## src/rtl/pit3_pkg.sv

```systemverilog
package pit3_pkg;

    parameter int NUM_CH  = 3;
    parameter int BYTE_W  = 8;
    parameter int CNT_W   = 2 * BYTE_W;
    parameter int CTL_W   = 6;
    localparam int PER_W  = CNT_W + 1;
    localparam int DIGITS = CNT_W / 4;

    typedef enum logic [1:0] {
        ACC_LATCH = 2'd0,
        ACC_LO    = 2'd1,
        ACC_HI    = 2'd2,
        ACC_LOHI  = 2'd3
    } acc_e;

    typedef enum logic [1:0] {
        S_UNPROG,
        S_WAIT_CNT,
        S_WAIT_HI,
        S_RUN
    } ch_state_e;

    typedef struct packed {
        acc_e       acc;
        logic [2:0] mode;
        logic       bcd;
    } ctl_t;

    function automatic logic [CNT_W-1:0] bcd_dec(input logic [CNT_W-1:0] v);
        logic [CNT_W-1:0] r;
        logic             borrow;
        r      = v;
        borrow = 1'b1;
        for (int d = 0; d < DIGITS; d++) begin
            if (borrow) begin
                if (v[d*4 +: 4] == 4'd0) begin
                    r[d*4 +: 4] = 4'd9;
                end else begin
                    r[d*4 +: 4] = v[d*4 +: 4] - 4'd1;
                    borrow      = 1'b0;
                end
            end
        end
        return r;
    endfunction

    function automatic logic [PER_W-1:0] bcd_to_bin(input logic [CNT_W-1:0] v);
        logic [PER_W-1:0] acc;
        acc = '0;
        for (int d = DIGITS - 1; d >= 0; d--) begin
            acc = PER_W'(acc * PER_W'(10)) + PER_W'(v[d*4 +: 4]);
        end
        return acc;
    endfunction

    function automatic logic [PER_W-1:0] bcd_full();
        logic [PER_W-1:0] p;
        p = PER_W'(1);
        for (int d = 0; d < DIGITS; d++) begin
            p = PER_W'(p * PER_W'(10));
        end
        return p;
    endfunction

endpackage

```

## src/rtl/pit3_decode.sv

```systemverilog
module pit3_decode
    import pit3_pkg::*;
(
    input  logic              wr_en,
    input  logic              rd_en,
    input  logic [1:0]        addr,
    input  logic [BYTE_W-1:0] wdata,
    output logic [NUM_CH-1:0] prog_stb,
    output logic [NUM_CH-1:0] latch_stb,
    output logic [NUM_CH-1:0] slatch_stb,
    output logic [NUM_CH-1:0] dwr_stb,
    output logic [NUM_CH-1:0] rd_stb
);
    localparam logic [1:0] CTL_ADDR = 2'd3;
    localparam logic [1:0] SEL_RB   = 2'd3;

    logic       ctl_wr;
    logic [1:0] sel;
    acc_e       acc;

    assign ctl_wr = wr_en && (addr == CTL_ADDR);
    assign sel    = wdata[7:6];
    assign acc    = acc_e'(wdata[5:4]);

    for (genvar i = 0; i < NUM_CH; i++) begin : g_dec
        logic hit;
        logic rb_hit;
        assign hit           = ctl_wr && (sel == 2'(i));
        assign rb_hit        = ctl_wr && (sel == SEL_RB) && wdata[1+i];
        assign prog_stb[i]   = hit && (acc != ACC_LATCH);
        assign latch_stb[i]  = (hit && (acc == ACC_LATCH)) || (rb_hit && !wdata[5]);
        assign slatch_stb[i] = rb_hit && !wdata[4];
        assign dwr_stb[i]    = wr_en && (addr == 2'(i));
        assign rd_stb[i]     = rd_en && (addr == 2'(i));
    end

endmodule

```

## src/rtl/pit3_channel.sv

```systemverilog
module pit3_channel
    import pit3_pkg::*;
(
    input  logic              clk,
    input  logic              rst_n,
    input  logic              ce,
    input  logic              gate,
    input  logic              prog_stb,
    input  logic [CTL_W-1:0]  ctl_in,
    input  logic              latch_stb,
    input  logic              slatch_stb,
    input  logic              dwr_stb,
    input  logic [BYTE_W-1:0] wbyte,
    input  logic              rd_stb,
    output logic [BYTE_W-1:0] rbyte,
    output logic              out
);
    ch_state_e        st_q, st_d;
    ctl_t             ctl_q;
    logic [CNT_W-1:0] cnt_q, reload_q, hold_q, ld_val, dec_v, src;
    logic [BYTE_W-1:0] lo_q, sts_q;
    logic [PER_W-1:0] el_q, per, hi_len, el_nx;
    logic             out_q, null_q, gate_q, lat_q, slat_q, rdhi_q;
    logic             sq, run, load, gate_rise, wait_any;

    assign sq        = (ctl_q.mode[1:0] == 2'b11);
    assign run       = (st_q == S_RUN);
    assign wait_any  = (st_q == S_WAIT_CNT) || (st_q == S_RUN);
    assign gate_rise = gate && !gate_q;
    assign load      = dwr_stb && !prog_stb &&
                       ((st_q == S_WAIT_HI) || (wait_any && (ctl_q.acc != ACC_LOHI)));

    always_comb begin
        if (st_q == S_WAIT_HI)         ld_val = {wbyte, lo_q};
        else if (ctl_q.acc == ACC_HI)  ld_val = {wbyte, BYTE_W'(0)};
        else                           ld_val = {BYTE_W'(0), wbyte};
    end

    always_comb begin
        if (reload_q == '0)  per = ctl_q.bcd ? bcd_full() : PER_W'(1) << CNT_W;
        else if (ctl_q.bcd)  per = bcd_to_bin(reload_q);
        else                 per = PER_W'(reload_q);
        hi_len = PER_W'((per + PER_W'(1)) >> 1);
        el_nx  = PER_W'(el_q + PER_W'(1));
        dec_v  = ctl_q.bcd ? bcd_dec(cnt_q) : cnt_q - CNT_W'(1);
    end

    // next-state logic: PROGRAM, FIRST_BYTE, LOAD
    always_comb begin
        st_d = st_q;
        unique case (st_q)
            S_UNPROG: begin
                if (prog_stb) st_d = S_WAIT_CNT;
            end
            S_WAIT_CNT, S_RUN: begin
                if (prog_stb)     st_d = S_WAIT_CNT;
                else if (dwr_stb) st_d = (ctl_q.acc == ACC_LOHI) ? S_WAIT_HI : S_RUN;
            end
            S_WAIT_HI: begin
                if (prog_stb)     st_d = S_WAIT_CNT;
                else if (dwr_stb) st_d = S_RUN;
            end
        endcase
    end

    // state register
    always_ff @(posedge clk or negedge rst_n) begin
        if (!rst_n) st_q <= S_UNPROG;
        else        st_q <= st_d;
    end

    // outputs and datapath
    always_ff @(posedge clk or negedge rst_n) begin
        if (!rst_n) begin
            ctl_q    <= '0;
            cnt_q    <= '0;
            reload_q <= '0;
            hold_q   <= '0;
            lo_q     <= '0;
            sts_q    <= '0;
            el_q     <= '0;
            out_q    <= 1'b0;
            null_q   <= 1'b0;
            gate_q   <= 1'b0;
            lat_q    <= 1'b0;
            slat_q   <= 1'b0;
            rdhi_q   <= 1'b0;
        end else begin
            gate_q <= gate;
            if (prog_stb) begin
                ctl_q  <= ctl_t'(ctl_in);
                out_q  <= (ctl_in[2:1] == 2'b11);
                null_q <= 1'b1;
                lat_q  <= 1'b0;
                slat_q <= 1'b0;
                rdhi_q <= 1'b0;
            end else begin
                if (dwr_stb && wait_any && !load) lo_q <= wbyte;
                if (load) begin
                    reload_q <= ld_val;
                    cnt_q    <= ld_val;
                    el_q     <= '0;
                    null_q   <= 1'b0;
                    out_q    <= sq;
                end else if (run && sq) begin
                    if (!gate) begin
                        out_q <= 1'b1;
                    end else if (gate_rise) begin
                        cnt_q <= reload_q;
                        el_q  <= '0;
                        out_q <= 1'b1;
                    end else if (ce) begin
                        if (el_nx == per) begin
                            cnt_q <= reload_q;
                            el_q  <= '0;
                            out_q <= 1'b1;
                        end else begin
                            cnt_q <= dec_v;
                            el_q  <= el_nx;
                            out_q <= (el_nx < hi_len);
                        end
                    end
                end else if (run && ce && gate) begin
                    cnt_q <= dec_v;
                    if (dec_v == '0) out_q <= 1'b1;
                end
                if (rd_stb) begin
                    if (slat_q) begin
                        slat_q <= 1'b0;
                    end else if (ctl_q.acc == ACC_LOHI) begin
                        rdhi_q <= !rdhi_q;
                        if (rdhi_q) lat_q <= 1'b0;
                    end else begin
                        lat_q <= 1'b0;
                    end
                end
                if (latch_stb && !lat_q) begin
                    hold_q <= cnt_q;
                    lat_q  <= 1'b1;
                end
                if (slatch_stb && !slat_q) begin
                    sts_q  <= {out_q, null_q, ctl_q};
                    slat_q <= 1'b1;
                end
            end
        end
    end

    always_comb begin
        src = lat_q ? hold_q : cnt_q;
        if (slat_q)                      rbyte = sts_q;
        else if (ctl_q.acc == ACC_HI)    rbyte = src[CNT_W-1:BYTE_W];
        else if (ctl_q.acc == ACC_LOHI)  rbyte = rdhi_q ? src[CNT_W-1:BYTE_W] : src[BYTE_W-1:0];
        else                             rbyte = src[BYTE_W-1:0];
    end

    assign out = out_q;


    prog_enter_chk: assert property (@(posedge clk) disable iff (!rst_n)
        prog_stb |=> (st_q == S_WAIT_CNT) && null_q);


    term_hold_chk: assert property (@(posedge clk) disable iff (!rst_n)
        (run && !sq && out_q && !prog_stb && !load) |=> out_q);


    gate_low_chk: assert property (@(posedge clk) disable iff (!rst_n)
        (run && sq && !gate && !prog_stb) |=> out_q && $stable(cnt_q));


    latch_freeze_chk: assert property (@(posedge clk) disable iff (!rst_n)
        (lat_q && !rd_stb && !prog_stb) |=> lat_q && $stable(hold_q));


    sq_phase_chk: assert property (@(posedge clk) disable iff (!rst_n)
        (run && sq) |-> (el_q < per));

endmodule

```

## src/rtl/pit3_top.sv

```systemverilog
module pit3_top
    import pit3_pkg::*;
(
    input  logic              clk,
    input  logic              rst_n,
    input  logic              wr_en,
    input  logic              rd_en,
    input  logic [1:0]        addr,
    input  logic [7:0]        wdata,
    output logic [7:0]        rdata,
    input  logic [2:0]        cnt_en,
    input  logic [2:0]        gate,
    output logic [2:0]        tmr_out
);
    logic [NUM_CH-1:0] prog_stb, latch_stb, slatch_stb, dwr_stb, rd_stb;
    logic [BYTE_W-1:0] rbyte [NUM_CH];

    pit3_decode u_dec (
        .wr_en      (wr_en),
        .rd_en      (rd_en),
        .addr       (addr),
        .wdata      (wdata),
        .prog_stb   (prog_stb),
        .latch_stb  (latch_stb),
        .slatch_stb (slatch_stb),
        .dwr_stb    (dwr_stb),
        .rd_stb     (rd_stb)
    );

    for (genvar i = 0; i < NUM_CH; i++) begin : g_ch
        pit3_channel u_ch (
            .clk        (clk),
            .rst_n      (rst_n),
            .ce         (cnt_en[i]),
            .gate       (gate[i]),
            .prog_stb   (prog_stb[i]),
            .ctl_in     (wdata[CTL_W-1:0]),
            .latch_stb  (latch_stb[i]),
            .slatch_stb (slatch_stb[i]),
            .dwr_stb    (dwr_stb[i]),
            .wbyte      (wdata),
            .rd_stb     (rd_stb[i]),
            .rbyte      (rbyte[i]),
            .out        (tmr_out[i])
        );
    end

    always_comb begin
        unique case (addr)
            2'd0:    rdata = rbyte[0];
            2'd1:    rdata = rbyte[1];
            2'd2:    rdata = rbyte[2];
            default: rdata = '0;
        endcase
    end


    one_prog_chk: assert property (@(posedge clk) disable iff (!rst_n)
        $onehot0(prog_stb));


    rb_no_prog_chk: assert property (@(posedge clk) disable iff (!rst_n)
        (wr_en && addr == 2'd3 && wdata[7:6] == 2'd3) |-> (prog_stb == '0));

endmodule

```

## config.mk

```make
export PLATFORM = sky130hd
export DESIGN_NAME = pit3_top
export DESIGN_NICKNAME = d
export VERILOG_FILES = /design/src/rtl/pit3_pkg.sv /design/src/rtl/pit3_decode.sv /design/src/rtl/pit3_channel.sv /design/src/rtl/pit3_top.sv
export SDC_FILE = /design/constraint.sdc
export NUM_CORES = 1
export LEC_CHECK = 0
export ABC_AREA = 1
export BUFFER_PORTS_ARGS = -buffer_cell sky130_fd_sc_hd__buf_2
export CAP_MARGIN = 20
export CORE_ASPECT_RATIO = 1.75
export CORE_MARGIN = 1.5
export CORE_UTILIZATION = 65
export DETAILED_ROUTE_END_ITERATION = 8
export PLACE_DENSITY = 0.82
export REMOVE_ABC_BUFFERS = 1
export SYNTH_ARGS = -nofsm -noshare
export SYNTH_HDL_FRONTEND = slang
export SYNTH_SLANG_ARGS = --single-unit
```

## constraint.sdc

```tcl
create_clock -name clk -period 21.2 [get_ports clk]
set_clock_uncertainty 0.05 [all_clocks]
set_input_delay 2.12 -clock clk [delete_from_list [all_inputs] [get_ports clk]]
set_output_delay 2.12 -clock clk [all_outputs]
set_load 0.02 [all_outputs]
```

=== Word-level counts from Yosys, hierarchy flattened ===
Cells that the tools add are included.

* Bits of input ports: 20
* Bits in registers: 285
* Word-level logic and storage cells: 532
* Output and inout bits: 11

* Muxes and demuxes: 202
* Equality and inequality tests: 58
* Reduce and logical (&&, ||, !) cells: 179
* $mul: 9
* Bitwise operators: 3
* Add/sub/neg operators: 30
* $lt $le $gt $ge: 3

{| class="wikitable"
|+ Operators by type and width
! operator !! number
|-
| $mux W16 || 33
|-
| $mux W17 || 27
|-
| $add A17 B4 Y17 || 9
|-
| $add A17 B1 Y17 const B || 6
|-
| $mul A17 B3 Y16 const B || 6
|-
| $logic_not A16 Y1 || 6
|-
| $mux W8 || 12
|-
| $mux W1 || 90
|-
| $mux W4 || 21
|-
| $logic_and A1 B1 Y1 || 59
|-
| $eq A17 B17 Y1 || 3
|-
| $lt A17 B16 Y1 || 3
|-
| $logic_not A4 Y1 || 12
|-
| $sub A16 B1 Y16 const B || 3
|-
| $sub A4 B1 Y4 const B || 12
|-
| $eq A2 B2 Y1 const B || 20
|-
| $reduce_and A3 Y1 || 12
|-
| $reduce_bool A3 Y1 || 12
|-
| $reduce_bool A2 Y1 || 16
|-
| $mux W2 || 15
|-
| $ne A4 B2 Y1 const B || 6
|-
| $pmux W8 S3 || 1
|-
| $reduce_and A2 Y1 || 12
|-
| $reduce_and A4 Y1 || 6
|-
| other kinds (14) || 82
|}

=== Longest topological paths before layout ===
Gate-level depths: netlist of run 1.

* Depth in word-level cells: 17
* Gate-level depth with buffers: 47
* Mapped depth without buffers: 46

=== Hierarchy ===
Synthesis of run 1 repeated with hierarchy kept, for this count alone.

* Cell total of the unflattened synthesis: 4,030
* Area total of the unflattened synthesis: 27,194.8 um2

{| class="wikitable"
|+ By module, submodules not included
! module !! instances !! area each (um2) !! cells each !! sequential area each (um2)
|-
| pit3_channel at g_ch[1].u_ch || 1 || 8,992.4 || 1,322 || 2,377.3
|-
| pit3_channel at g_ch[2].u_ch || 1 || 8,932.3 || 1,331 || 2,377.3
|-
| pit3_channel at g_ch[0].u_ch || 1 || 8,876.0 || 1,297 || 2,377.3
|-
| pit3_decode || 1 || 206.4 || 43 || 0.0
|-
| pit3_top || 1 || 187.7 || 37 || 0.0
|}

=== Worst setup path before layout of run 1 ===
No wires, ideal clock.

* Path kind: reg2reg
* Start point: register g_ch[1].u_ch.reload_q[13]
* End point: register g_ch[1].u_ch.out_q
* Path slack: 14.487 ns
* Setup time: 0.082 ns
* Arrival: 6.581 ns
* Data required time: 21.068 ns
* Buffers on the path: 0
* Stages on the path, launching flop included: 39
* Period minus slack after synthesis: 6.713 ns
* Cell sequence: dfrtp_1 ha_1 ha_1 fa_1 inv_1 nor2_1 xor2_1 ha_1 ha_1 inv_1 or2_2 a21oi_1 xor2_1 nor4_1 xor2_1 ha_1 ha_1 inv_1 [... 3 more ...] xor2_1 inv_1 nor2_2 nand2_1 nand2_1 nand2_1 nand2_2 nand2_2 nor3_1 xnor2_1 inv_1 ha_1 a21oi_1 nand2_1 a211o_1 nand4_1 nand2_1 a31oi_1

* Cells in the longest elaborated chain, start to end: 17
* Elaborated cells between the ends (all ways): 19
* Those cells by class: add/sub: 4; mul: 3; order compare: 1; eq/ne: 1; mux: 9; reduce/logical: 1

{| class="wikitable"
|+ RTL lines
! item !! line !! source
|-
| from (decl) || pit3_channel.sv:20 || <nowiki>logic [CNT_W-1:0] cnt_q, reload_q, hold_q, ld_val, dec_v, src;</nowiki>
|-
| from (signal assigned) || pit3_channel.sv:100 || <nowiki>reload_q <= ld_val;</nowiki>
|-
| $mul A4 B3 Y7 || pit3_pkg.sv:52 || <nowiki>acc = PER_W'(acc * PER_W'(10)) + PER_W'(v[d*4 +: 4]);</nowiki>
|-
| $add A17 B4 Y17 || pit3_pkg.sv:52 ||
|-
| $mul A17 B3 Y16 || pit3_pkg.sv:52 ||
|-
| $add A17 B4 Y17 || pit3_pkg.sv:52 ||
|-
| $mul A17 B3 Y16 || pit3_pkg.sv:52 ||
|-
| $add A17 B4 Y17 || pit3_pkg.sv:52 ||
|-
| $mux W17 || pit3_channel.sv:41 || <nowiki>else if (ctl_q.bcd) per = bcd_to_bin(reload_q);</nowiki>
|-
| $mux W17 (*) || pit3_channel.sv:40 || <nowiki>if (reload_q == '0) per = ctl_q.bcd ? bcd_full() : PER_W'(1) << CNT_W;</nowiki>
|-
| $add A17 B1 Y17 || pit3_channel.sv:43 || <nowiki>hi_len = PER_W'((per + PER_W'(1)) >> 1);</nowiki>
|-
| $lt A17 B16 Y1 || pit3_channel.sv:120 || <nowiki>out_q <= (el_nx < hi_len);</nowiki>
|-
| $mux W1 (*) || pit3_channel.sv:113 || <nowiki>if (el_nx == per) begin</nowiki>
|-
| $mux W1 (*) || pit3_channel.sv:112 || <nowiki>end else if (ce) begin</nowiki>
|-
| $mux W1 (*) || pit3_channel.sv:108 || <nowiki>end else if (gate_rise) begin</nowiki>
|-
| $mux W1 (*) || pit3_channel.sv:106 || <nowiki>if (!gate) begin</nowiki>
|-
| $mux W1 (*) || pit3_channel.sv:105 || <nowiki>end else if (run && sq) begin</nowiki>
|-
| $mux W1 (*) || pit3_channel.sv:99 || <nowiki>if (load) begin</nowiki>
|-
| $mux W1 (*) || pit3_channel.sv:90 || <nowiki>if (prog_stb) begin</nowiki>
|-
| to (signal assigned) || pit3_channel.sv:92 || <nowiki>out_q <= (ctl_in[2:1] == 2'b11);</nowiki>
|-
| to (signal assigned) || pit3_channel.sv:104 || <nowiki>out_q <= sq;</nowiki>
|-
| to (signal assigned) || pit3_channel.sv:120 ||
|-
| to (decl) || pit3_channel.sv:23 || <nowiki>logic out_q, null_q, gate_q, lat_q, slat_q, rdhi_q;</nowiki>
|}

Every way passes the cells marked *; elsewhere a longest branch is shown, timed or not. The select of a mux whose other input is x is not followed.
A chain may end at the register's enable or synchronous reset.

=== Final worst setup path of run 1 ===
Ends and elaborated chain as after synthesis.

==> impl_metrics.csv, run 1 <==
group,metric,value,unit
detailed_routing,drtAntennaViolNets,0,
worst_setup_path,required,21.67,ns
flow_run,drv_cap,0,
global_routing,track_usage,0.3570,
final_layout,layout-drive-gt1-share,0.05126,
cts,cts_buffers,28,
detailed_routing,routed.top_layer,"met5",
logic_synthesis,async_reset_ff_frac,1.000,
global_routing,grt_max_degree,122,
global_routing,grt_pass1_wl,118200,microns
worst_setup_path,cp.arrival,8.17,ns
logic_synthesis,synth-edff-count,0,
logic_synthesis,syn_avg_cell_area,6.773,sq um
sta,rsz0062_at_grt,"no",
detailed_routing,wl_per_cell,16.90,microns
global_routing,antenna_found_initial,1,
cts,cts.reportedPaths.clkPinSlew,0.07,ns
placed_design,io_buffers,30,
worst_setup_path,cp_max_fo,6,
detailed_routing,dr.first_iter.drc_count,1478,
logic_synthesis,synth_cell_type_count,64,
cts,cts_sinks,285,
logic_synthesis,synthCells,3824,
worst_setup_path,max_stage_delay,0.51,ns
cts,cts_tree,"yes",
cts,cts-root-buf,"clkbuf_16",
placed_design,dp_hpwl,56400,microns
detailed_routing,avgViaCountPerCell,5.866,
logic_synthesis,synth_ff_type,"dfrtp_1",
global_routing,overflow,0,
detailed_routing,dr.pass1.iters,6,
sta,setup_tns,0,ns
logic_synthesis,yosysSeqAreaShare,0.2753,
detailed_routing,met2_length,37970,microns
detailed_routing,wl,72930,microns
cts,cts_buffer_depth,3,
run_status,status,"finished, final reports clean",
final_layout,layout_common_cells,"927 x nand2_1, 524 x inv_1, 376 x nor2_1",
floorplanning,initial_utilization,0.6594,
logic_synthesis,yosysWarningCount,0,
worst_setup_path,slowest_stage,"dfrtp_1",
placed_design,pre_cts_slack,13.53,ns
cts,cts_max_level,1,
worst_setup_path,crit_path_frequent_cell,"ha_1",
final_layout,area_growth,5.797,%
placed_design,gp_congestion,0.9667,
sta,fin_crit_sh,0.3633,
worst_setup_path,endpoint_kind,"flop",
cts,clk_latency,0.60,ns
floorplanning,fp-row-count,96,
floorplanning,die_y,267.1,microns
min_path,hold_class,"flop to flop",
floorplanning,die-area,41100,sq um
worst_setup_path,start_kind,"flop",
sta,fmax,0.1298,GHz
detailed_routing,met1_length,25410,microns
floorplanning,core_area,39280,sq um
sta,tightest_slew,0.9856,ns
detailed_routing,drc_errors,0,
sta,min_period,7.702,ns
sta,report.final.hold_viol_count,0,
worst_setup_path,path_class,"flop to flop",
cts,cts_hold_buf,0,
cts,cts_resized,0,
cts,postCtsSetupBuffers,0,
floorplanning,die_width,153.9,microns
detailed_routing,num_vias,25310,
detailed_routing,wl_met3,3501,microns
final_layout,layout_commonest_cell,"nand2_1",
sta,drv_slew,0,
global_routing,grt_pass1_vias,24940,
logic_synthesis,syn_area,25900,sq um
sta,setup_viol,0,
logic_synthesis,ys_seq_elements,285,
floorplanning,io_pins,31,
sta,slew_headroom,0.3429,
sta,setup_slack,13.50,ns
final_layout,layout.nets,4053,
## critical path, delay by kind of cell (launching register included)
family          cells  cell delay [ns]
xor+xnor            6             1.31
compound gates      5             1.06
buf+inv             4             0.30
simple gates       14             1.82
flops               1             0.51
fa+ha+maj           8             2.55
## worst paths after layout
kind | startpoint | end | slack (ns) | cells after the start
hold / removal | g_ch[1].u_ch.sts_q[4] | g_ch[1].u_ch.sts_q[4] | 0.43 | 2
min in group asynchronous | rst_n | g_ch[1].u_ch.el_q[16] | 1.55 | 1
setup / recovery | g_ch[1].u_ch.reload_q[13] | g_ch[1].u_ch.out | 13.50 | 37
max in group asynchronous | rst_n | g_ch[2].u_ch.el_q[15] | 18.14 | 2
hold reg to reg | g_ch[1].u_ch.sts_q[4] | g_ch[1].u_ch.sts_q[4] | 0.43 | 2
setup reg to reg | g_ch[1].u_ch.reload_q[13] | g_ch[1].u_ch.out | 13.50 | 37
## state kept, by name (all words and copies together) (netlist names)
register            flops
g_ch.u_ch.el_q         51
g_ch.u_ch.hold_q       48
g_ch.u_ch.slat_q        3
g_ch.u_ch.gate_q        3
g_ch.u_ch.reload_q     48
g_ch.u_ch.rdhi_q        3
g_ch.u_ch.out           3
g_ch.u_ch.lo_q         24
g_ch.u_ch.st_q          6
g_ch.u_ch.lat_q         3
g_ch.u_ch.cnt_q        48
g_ch.u_ch.ctl_q        18
g_ch.u_ch.null_q        3
g_ch.u_ch.sts_q        24
## cells in the mapped netlist, types with 6 or more instances
| cell type | count | area share |
|---|---|---|
| nand2_1 | 927 | 0.13 |
| inv_1 | 524 | 0.076 |
| nor2_1 | 376 | 0.054 |
| dfrtp_1 | 285 | 0.28 |
| o21ai_0 | 272 | 0.053 |
| nand3_1 | 270 | 0.052 |
| ha_1 | 213 | 0.10 |
| a21oi_1 | 196 | 0.038 |
| xor2_1 | 142 | 0.048 |
| clkbuf_1 | 79 | 0.011 |
| nand4_1 | 70 | 0.017 |
| o22ai_1 | 48 | 0.012 |
| nor3_1 | 46 | 0.0089 |
| xnor2_1 | 40 | 0.014 |
| a31oi_1 | 36 | 0.0087 |
| a32oi_1 | 21 | 0.0071 |
| o31ai_1 | 21 | 0.0061 |
| fa_1 | 18 | 0.014 |
| buf_2 | 16 | 0.0031 |
| nor2_2 | 15 | 0.0036 |
| nor4_1 | 15 | 0.0036 |
| o32ai_1 | 14 | 0.0047 |
| or2_2 | 14 | 0.0034 |
| nand2_2 | 13 | 0.0031 |
| o211ai_1 | 13 | 0.0038 |
| inv_2 | 12 | 0.0017 |
| o21bai_1 | 10 | 0.0029 |
| o21ai_1 | 9 | 0.0017 |
| mux2_2 | 8 | 0.0035 |
| nand3b_1 | 8 | 0.0023 |
| or3_1 | 8 | 0.0019 |
| clkinv_1 | 7 | 0.0010 |
| nand3_2 | 6 | 0.0023 |
## area by class of cell
| type | instances | area [sq um] |
|---|---|---|
| antenna | 1 | 2.502 |
| inverter | 543 | 2038 |
| multi-input combinational | 2892 | 16280 |
| clock buffer | 33 | 759.5 |
| tap | 490 | 613.1 |
| clock inverter | 19 | 249.0 |
| fill | 3501 | 11880 |
| sequential | 285 | 7132 |
| timing repair buffer | 52 | 325.3 |
## layer usage
| metal | up-vias | global-route usage |
|---|---|---|
| li1 | 12520 | - |
| met1 | 11680 | 0.3582 |
| met2 | 774 | 0.6724 |
| met3 | 345 | 0.03948 |
| met4 | 2 | 0.2687 |
| met5 | - | 0 |
## through the flow
stage,instance area (sq um),util,hold WS [ns],cells
finish,27400,0.6977,0.4313,4315
global route,27400,0.6976,0.4554,4314
CTS,27390,0.6974,0.4341,4313
detailed placement,26380,0.6717,0.4176,4261
global placement,26380,0.6717,0.4122,4261
floorplan,25440,-,0.3978,3720
## logic make-up after synthesis
kind of cell | after synthesis | share of synthesized area
xor gates and xnor gates | 186 | 0.06406
AOI/OAI and AO/OA | 670 | 0.1467
buffers and inverters | 649 | 0.09671
other | 1 | 0.0001448
and+or+nand+nor | 1794 | 0.2968
adders and majority gates | 231 | 0.1168
DFF | 285 | 0.2753
muxes | 8 | 0.003478
Power of run 1 is left out: the tool's default activity adds up to more than one toggle a clock period on the data nets, which glitch-free logic cannot reach.
==> inputs of run 2 (changes only) <==
CORE_UTILIZATION = 59   (was 65)
PLACE_DENSITY = 0.78   (was 0.82)
clock period = 6.5 ns   (was 21.2 ns; I/O delays follow)
==> run 2 against run 1 <==
Against the previous run:
- register-to-register slack worse by 14 ns
- global-route usage is 0.91 points higher
- critical endpoint is now g_ch[0].u_ch.out
- sequential share of layout area is 5.1 points lower
- sequential cell count did not move
- wire length increased by 33%
- the run now ends with negative hold slack, negative setup slack left
- non-clock buffer count grew 404
==> impl_metrics.csv, run 2 (synthesis results as in run 1) <==
group,metric,value,unit
detailed_routing,drtAntennaViolNets,0,
global_routing,grtUsageMet1,0.3518,
global_routing,grt_pass1_wl,133500,microns
final_layout,layout_common_cells,"781 x nand2_1, 486 x inv_1, 393 x buf_4",
worst_setup_path,start_kind,"flop",
min_path,hold_class,"primary input to async pin",
global_routing,globalRouteMet3Util,0.04523,
cts,cts_buffers,28,
final_layout,area_growth,31.80,%
run_status,status,"complete, but fails checks",
floorplanning,die-area,45220,sq um
global_routing,grt_pass1_vias,28130,
sta,report.final.hold_viol_count,13,
detailed_routing,drc_errors,0,
global_routing,antenna_found_initial,0,
floorplanning,fp-row-count,101,
sta,fin_crit_sh,1.111,
worst_setup_path,slowest_stage,"dfrtp_1",
final_layout,top_register,"g_ch.u_ch.el_q",
cts,cts_buffer_depth,3,
sta,min_period,7.222,ns
cts,cts-root-buf,"clkbuf_16",
floorplanning,initial_utilization,0.5976,
cts,cts_sinks,285,
placed_design,dp_hpwl,58590,microns
final_layout,layout_commonest_cell,"nand2_1",
cts,cts.reportedPaths.clkPinSlew,0.06,ns
final_layout,layout-drive-gt1-share,0.2718,
final_layout,layout.nets,4458,
global_routing,grt_max_degree,148,
global_routing,overflow,0,
sta,slew_headroom,0.2125,
global_routing,grt-busiest-layer,"met2",
cts,cts_tree,"yes",
cts,cts_max_level,1,
detailed_routing,avgViaCountPerCell,6.183,
detailed_routing,num_vias,29640,
global_routing,grtUsageMet2,0.6764,
run_status,violations,"negative hold slack, negative setup slack",
detailed_routing,dr.first_iter.drc_count,2694,
floorplanning,die_y,280.2,microns
sta,drv_slew,0,
placed_design,gp_congestion,0.9851,
flow_run,drv_cap,0,
sta,holdWs,-0.04687,ns
placed_design,io_buffers,30,
worst_setup_path,cp_max_fo,4,
sta,fmax,0.1385,GHz
detailed_routing,wl,97070,microns
worst_setup_path,cp.arrival,7.69,ns
final_layout,largest_register_ff_count,51,
sta,setup_viol,102,
worst_setup_path,path_class,"flop to flop",
worst_setup_path,max_stage_delay,0.42,ns
sta,setup_slack,-0.7221,ns
floorplanning,die_width,161.4,microns
cts,clk_latency,0.61,ns
worst_setup_path,required,6.97,ns
final_layout,n_antenna_cell,0,
worst_setup_path,crit_path_frequent_cell,"ha_4",
floorplanning,core_area,43350,sq um
final_layout,fin_util,0.7875,
detailed_routing,wl_per_cell,20.25,microns
sta,rsz0062_at_grt,"yes",
global_routing,track_usage,0.3661,
sta,tightest_slew,1.177,ns
worst_setup_path,endpoint_kind,"flop",
floorplanning,io_pins,31,
detailed_routing,dr.pass1.iters,7,
run 2: changes by cell type in the layout (fill, tap and decap cells not counted), moves of 70 or more:
cell	previous run	this run
a21oi_1	196	126
buf_4	21	393
ha_1	213	133
ha_4	0	75
nand2_1	927	781
nand2_2	13	117
run 2: metrics by stage:
stage | TNS [ns] | hold slack (ns) | instances | worst slack, ns | instance area, sq um
floorplan | -0.2358 | 0.3044 | 3720 | -0.2358 | 25440
CTS | -0.9656 | 0.03438 | 4742 | -0.3724 | 31830
global route | -66.88 | 0.02620 | 4794 | -1.029 | 34140
finish | -39.13 | -0.04687 | 4794 | -0.7221 | 34140
global placement | -24.97 | 0.4129 | 4650 | -0.5463 | 28870
detailed placement | -40.61 | 0.4185 | 4650 | -0.7097 | 28870
run 2: routing by layer:
metal / vias to the layer above / wire length, microns
li1: 13330 / -
met1: 13800 / 30630
met2: 1774 / 48250
met3: 745 / 7316
met4: 0 / 10870
met5: - / 0
run 2: critical path, delay by kind of cell, from the launching register on:
kind / cells / cell delay, ns
buffers and inverters: 7 / 0.86
xor gates and xnor gates: 4 / 0.71
and+or+nand+nor: 20 / 2.40
DFF: 1 / 0.42
AOI/OAI and AO/OA: 7 / 0.76
adders and majority gates: 7 / 1.94
run 2: final timing paths:
check / start / to / slack, ns / cells past startpoint
setup / recovery: g_ch[0].u_ch.reload_q[12] / g_ch[0].u_ch.out / -0.72 / 45
hold / removal: rst_n / g_ch[1].u_ch.el_q[12] / -0.05 / 1
setup reg to reg: g_ch[0].u_ch.reload_q[12] / g_ch[0].u_ch.out / -0.72 / 45
hold reg to reg: g_ch[1].u_ch.sts_q[5] / g_ch[1].u_ch.sts_q[5] / 0.44 / 2
max in group asynchronous: rst_n / g_ch[2].u_ch.reload_q[15] / 5.12 / 2
min in group clk: gate[2] / g_ch[2].u_ch.gate_q / 0.14 / 1
run 2: cell type report:
| cell class | count | area [sq um] |
|---|---|---|
| clock buffers | 39 | 812.0 |
| clock inverters | 12 | 202.7 |
| fillers | 2790 | 9209 |
| inverters | 543 | 2048 |
| multi-input cells | 2893 | 19630 |
| flip-flops and latches | 285 | 7132 |
| well taps | 566 | 708.2 |
| repair buffers | 456 | 3608 |
run 2: repair_timing:
action                                  CTS  global route
pin swaps                               173           252
hold buffers                              0             0
endpoints found under the hold margin     0             0
setup buffers                            40            47
gates resized for setup                 303           419
endpoints found under the setup margin  102           102
cloned                                    1             4
Power of run 2 is left out for the same reason.
